**config.mk**
```make
export PLATFORM = sky130hd
export DESIGN_NAME = pll_ctrl_reg
export DESIGN_NICKNAME = d
export VERILOG_FILES = /design/src/rtl/pll_ctrl_pkg.sv /design/src/rtl/pll_tol_sync.sv /design/src/rtl/pll_enable_bit.sv /design/src/rtl/pll_bw_select.sv /design/src/rtl/pll_ctrl_reg.sv
export SDC_FILE = /design/constraint.sdc
export NUM_CORES = 1
export LEC_CHECK = 0
export BUFFER_PORTS_ARGS = -buffer_cell sky130_fd_sc_hd__buf_2
export CORE_AREA = 2 2 39 41
export DETAILED_ROUTE_END_ITERATION = 12
export DIE_AREA = 0 0 41 43
export GPL_ROUTABILITY_DRIVEN = 0
export HOLD_SLACK_MARGIN = 0.06
export RECOVER_POWER = 50
export SYNTH_ARGS = -nofsm -noshare
export SYNTH_HDL_FRONTEND = slang
export SYNTH_HIERARCHICAL = 1
export SYNTH_SLANG_ARGS = --single-unit
```
**constraint.sdc**
```tcl
create_clock -name clk -period 1.3 [get_ports clk]
set_input_delay 0 -clock clk [delete_from_list [all_inputs] [get_ports clk]]
set_output_delay 0 -clock clk [all_outputs]
set_load 0.05 [all_outputs]
```
**src/rtl/pll_ctrl_pkg.sv**
```systemverilog
package pll_ctrl_pkg;
   typedef enum logic {
      BW_ACQUIRE = 1'b0,
      BW_TRACK   = 1'b1
   } bw_mode_e;

   function automatic logic fields_distinct(input int a, input int b, input int c, input int d);
      return (a != b) && (a != c) && (a != d) && (b != c) && (b != d) && (c != d);
   endfunction
endpackage

```
**src/rtl/pll_tol_sync.sv**
```systemverilog
module pll_tol_sync #(
   parameter int STAGES = 2
) (
   input  logic clk,
   input  logic rst_n,
   input  logic async_in,
   output logic sync_out
);
   logic [STAGES-1:0] chain;

   generate
      if (STAGES < 2) begin : g_bad
         $error("pll_tol_sync: STAGES must be at least 2");
      end
      for (genvar i = 0; i < STAGES; i++) begin : g_stage
         always_ff @(posedge clk or negedge rst_n) begin
            if (!rst_n) chain[i] <= 1'b0;
            else if (i == 0) chain[i] <= async_in;
            else chain[i] <= chain[(i > 0) ? i-1 : 0];
         end
      end
   endgenerate

   assign sync_out = chain[STAGES-1];
endmodule

```
**src/rtl/pll_enable_bit.sv**
```systemverilog
module pll_enable_bit (
   input  logic clk,
   input  logic rst_n,
   input  logic wr_en,
   input  logic wr_val,
   input  logic bus_on_pll,
   input  logic supply_ok,
   input  logic limp_home,
   output logic on_q,
   output logic pll_enable
);
   logic on_d;

   always_comb begin
      on_d = on_q;
      if (wr_en) begin
         if (wr_val) on_d = 1'b1;
         else if (!bus_on_pll) on_d = 1'b0;
      end
      if (!supply_ok) on_d = 1'b0;
   end

   always_ff @(posedge clk or negedge rst_n) begin
      if (!rst_n) on_q <= 1'b0;
      else on_q <= on_d;
   end

   assign pll_enable = on_q | limp_home;
endmodule

```
**src/rtl/pll_bw_select.sv**
```systemverilog
module pll_bw_select
   import pll_ctrl_pkg::*;
(
   input  logic clk,
   input  logic rst_n,
   input  logic wr_en,
   input  logic wr_auto,
   input  logic wr_acq,
   input  logic loop_enabled,
   input  logic tol_sync,
   output logic auto_q,
   output logic acq_bit
);
   logic     manual_q;
   bw_mode_e mode;

   always_ff @(posedge clk or negedge rst_n) begin
      if (!rst_n) begin
         auto_q   <= 1'b1;
         manual_q <= 1'b0;
      end else if (wr_en) begin
         auto_q <= wr_auto;
         if (!auto_q) manual_q <= wr_acq;
      end
   end

   always_comb begin
      if (auto_q) mode = (loop_enabled && tol_sync) ? BW_TRACK : BW_ACQUIRE;
      else        mode = manual_q ? BW_TRACK : BW_ACQUIRE;
   end

   assign acq_bit = (mode == BW_TRACK);
endmodule

```
**src/rtl/pll_ctrl_reg.sv**
```systemverilog
module pll_ctrl_reg #(
   parameter int DATA_W      = 8,
   parameter int SYNC_STAGES = 2,
   parameter int ON_POS      = 0,
   parameter int AUTO_POS    = 1,
   parameter int ACQ_POS     = 2,
   parameter int PSTP_POS    = 3
) (
   input  logic              clk,
   input  logic              rst_n,
   input  logic              wr_en,
   input  logic [DATA_W-1:0] wr_data,
   output logic [DATA_W-1:0] rd_data,
   input  logic              bus_on_pll,
   input  logic              supply_ok,
   input  logic              limp_home,
   input  logic              in_tolerance,
   output logic              pll_enable,
   output logic              low_bandwidth,
   output logic              pseudo_stop_en
);
   import pll_ctrl_pkg::*;

   localparam int MAX_POS = (ON_POS > AUTO_POS ? ON_POS : AUTO_POS) > (ACQ_POS > PSTP_POS ? ACQ_POS : PSTP_POS)
                          ? (ON_POS > AUTO_POS ? ON_POS : AUTO_POS) : (ACQ_POS > PSTP_POS ? ACQ_POS : PSTP_POS);

   generate
      if (MAX_POS >= DATA_W) begin : g_pos_chk
         $error("pll_ctrl_reg: field position outside data width");
      end
      if (!fields_distinct(ON_POS, AUTO_POS, ACQ_POS, PSTP_POS)) begin : g_dup_chk
         $error("pll_ctrl_reg: field positions overlap");
      end
   endgenerate

   logic tol_s, on_q, auto_q, acq_bit, pstp_q;

   pll_tol_sync #(.STAGES(SYNC_STAGES)) u_sync (
      .clk(clk), .rst_n(rst_n), .async_in(in_tolerance), .sync_out(tol_s)
   );

   pll_enable_bit u_en (
      .clk(clk), .rst_n(rst_n), .wr_en(wr_en), .wr_val(wr_data[ON_POS]),
      .bus_on_pll(bus_on_pll), .supply_ok(supply_ok), .limp_home(limp_home),
      .on_q(on_q), .pll_enable(pll_enable)
   );

   pll_bw_select u_bw (
      .clk(clk), .rst_n(rst_n), .wr_en(wr_en), .wr_auto(wr_data[AUTO_POS]),
      .wr_acq(wr_data[ACQ_POS]), .loop_enabled(pll_enable), .tol_sync(tol_s),
      .auto_q(auto_q), .acq_bit(acq_bit)
   );

   always_ff @(posedge clk or negedge rst_n) begin
      if (!rst_n) pstp_q <= 1'b0;
      else if (wr_en) pstp_q <= wr_data[PSTP_POS];
   end

   always_comb begin
      rd_data           = '0;
      rd_data[ON_POS]   = on_q;
      rd_data[AUTO_POS] = auto_q;
      rd_data[ACQ_POS]  = acq_bit;
      rd_data[PSTP_POS] = pstp_q;
   end

   assign low_bandwidth  = acq_bit;
   assign pseudo_stop_en = pstp_q;
endmodule

```
==> reports/results.tsv <==
stage	metric	value	unit
critical_path	rr_worst_depth	3	
synth	ys_warn_count	6	
synth	synth_top_cell_area_share	41.0	%
layout	area_growth	51.6	%
synth	synthTopCellsByCount	buf_4, dfrtp_1, mux2_4, nand3_1	
layout	stdcell_count	66	
synth	synth_area_leader_cell	dfrtp_1	
worst_hold_path	hold_depth	2	
synth	yosys-top-cells-area	dfrtp_1, buf_4, mux2_4	
floorplan	num_rows	14	
clock_tree	cts-resized-gates	0	
floorplan	dieHeight	43	um
detailed_routing	wl_met1	214	um
critical_path	worstSetupPathType	reg -> out	
critical_path	crit_buf_inv	1	
clock_tree	clockRootBuffer	clkbuf_4	
floorplan	io-pin-count	26	
synth	synth.most_common_cell	buf_4	
critical_path	r2r-end	u_en/on_q$_DFFE_PN0P_	
floorplan	start_util	22.1	%
synth	syn-cell-area	305	um2
detailed_routing	drtAntennaViolNets	0	
critical_path	r2r_slack	130	ps
synth	yosys_most_used_dff	dfrtp_1	
clock_tree	numCtsBuffers	3	
clock_tree	ctsHtreeMaxLevel	1	
floorplan	core_area	1380	um2
timing	max_freq	811	MHz
worst_hold_path	min_to	u_bw/auto_q$_DFFE_PN1P_	
critical_path	worstPathRequired	1300	ps
synth	syn_inst	27	
clock_tree	clkTransAtPathRegs	40	ps
grt	antenna_found_initial	0	
grt	grt_pass1_vias	235	
critical_path	startpoint	u_bw/auto_q$_DFFE_PN1P_	
power	p_leak	0.000237	uW
detailed_routing	drtIter0Drc	0	
detailed_routing	wl	542	um
place	port_buffers	17	
power	ir_worst_vdd	666	uV
detailed_routing	drc	0	
clock_tree	cts_tree	done	
critical_path	critPathTopFamily	flip-flops	
detailed_routing	wl_met3	79	um
timing	grt_setup_unrepaired	true	
layout	drive_gt1_share	52.0	%
synth	synth-seq-cells	6	
detailed_routing	dr.max_layer_used	met3	
synth	synth-async-reset-ratio	100	%
layout	nets	66	
place	detailed_place_hpwl	394	um
critical_path	end_kind	output port	
timing	finClkSkew	12.9	ps
synth	synth_edf_count	0	
detailed_routing	viasPerCell	3.67	
critical_path	r2r_start	u_en/on_q$_DFFE_PN0P_	
place	dp_cells	55	
power	power_density	1340	nW/um2
job	cap_violations	0	
critical_path	cp_cell_sequence	nand3_1 -> o21ai_2 -> buf_2	
detailed_routing	num_vias	242	
clock_tree	clk_latency	250	ps
floorplan	die_area	1760	um2
clock_tree	post_cts_buffers	0	
critical_path	worst_path_max_delay_cell	dfstp_2	
timing	fin_crit_sh	94.9	%
timing	slew_violations	0	
timing	setup_viol	0	
floorplan	die_w	41	um
synth	ys_seq_area_share	49.6	%
grt	grt_max_degree	7	
detailed_routing	firstDrtPassIters	1	
grt	grt_pass1_wl	897	um
critical_path	arrival	1230	ps
critical_path	cp_max_fo	5	
critical_path	cp-start-kind	flip-flop	
outcome	status	finished, final reports clean	
timing	min_period	1230	ps
detailed_routing	wire_per_inst	8.21	um
layout	final_core_util	33.5	%
timing	hold_violations	0	
grt	grt.total_usage	8.11	%
clock_tree	numClockSinks	6	
worst_hold_path	hold_class	in -> reg	
layout	num_antenna_cells	0	
grt	grt_overflow	0	
synth	yosys.cell_types.count	14	
worst_hold_path	min_from	wr_en	
detailed_routing	wl_met2	247	um
clock_tree	clock_path_buffers	2	
critical_path	cpPeakStageDelay	570	ps
synth	syn_area_per_cell	11.3	um2
## worst register-to-register path: stages (launching register included)
cell and delay (ps):
dfrtp_1 390, nand2_1 70, o21ai_1 50, dlygate4sd3_1 550
## cell usage in the layout, fill, tap and decap left out
master	netlist	routed
clkbuf_4	0	3
nand3_1	2	2
inv_1	1	1
nand2_1	1	1
clkbuf_1	0	2
or2_4	0	1
o21ai_1	1	1
mux2_2	1	1
nor2b_1	1	1
nor2b_2	1	1
conb_1	1	4
mux2_4	2	2
dlygate4sd3_1	0	7
buf_2	0	16
dfstp_2	1	1
o21ai_2	0	1
dfrtp_1	5	5
## state kept, by name (all words and copies together) (netlist names)
register,count
pseudo_stop_en,1
u_sync/chain,1
u_bw/manual_q,1
u_en/on_q,1
u_sync/sync_out,1
u_bw/auto_q,1
## per-layer routing
layer	vias up	track usage [%]
li1	120	-
met1	104	7.97
met2	18	11.9
met3	0	6.28
met4	0	4.00
met5	-	0
## cells by family after synthesis
kind of cell / Yosys count / synth area share (%)
buffers and inverters: 9 / 20.9
DFF: 6 / 49.6
and+or+nand+nor: 6 / 11.5
muxes: 3 / 13.5
AOI/OAI and AO/OA: 2 / 3.28
other: 1 / 1.23
## metrics by stage
stage	instance area (um2)	hold slack, ps	setup slack, ps	power (uW)	TNS [ps]
2_1_floorplan	323	-296	69.6	403	0
3_3_place_gp	368	-174	277	420	0
6_report	463	88.4	66.6	619	0
3_5_place_dp	368	-173	276	422	0
5_1_grt	463	95.5	-16.4	661	-31.9
4_1_cts	464	90.1	47.8	630	0
## how the worst max path moves through the flow
stage	endpoint	cells after the start
floorplan	rd_data[2]	4
global route	low_bandwidth	3
CTS	rd_data[2]	3
global placement	u_bw/manual_q$_DFFE_PN0P_	2
detailed placement	u_bw/manual_q$_DFFE_PN0P_	2
finish	rd_data[2]	3
## cell type report
class	instances	area, um2
flip-flops and latches	6	151
repair buffers	24	154
fillers	154	921
clock buffers	4	26.3
inverters	1	3.75
well taps	16	20.0
multi-input cells	15	108
## power by group
group	total, uW	leakage, uW	switching, uW	internal [uW]
Sequential	220	0.0000704	12.4	208
Clock	186	0.0000150	69.4	116
Combinational	213	0.000152	145	67.5
Total	619	0.000237	227	391
## repair_timing
| action | in CTS | in global routing |
|---|---|---|
| endpoints found under the setup margin | 0 | 2 |
| hold endpoints to repair | 11 | 0 |
| hold buffers | 7 | 0 |
No activity file was read; power rests on OpenSTA's default activity.
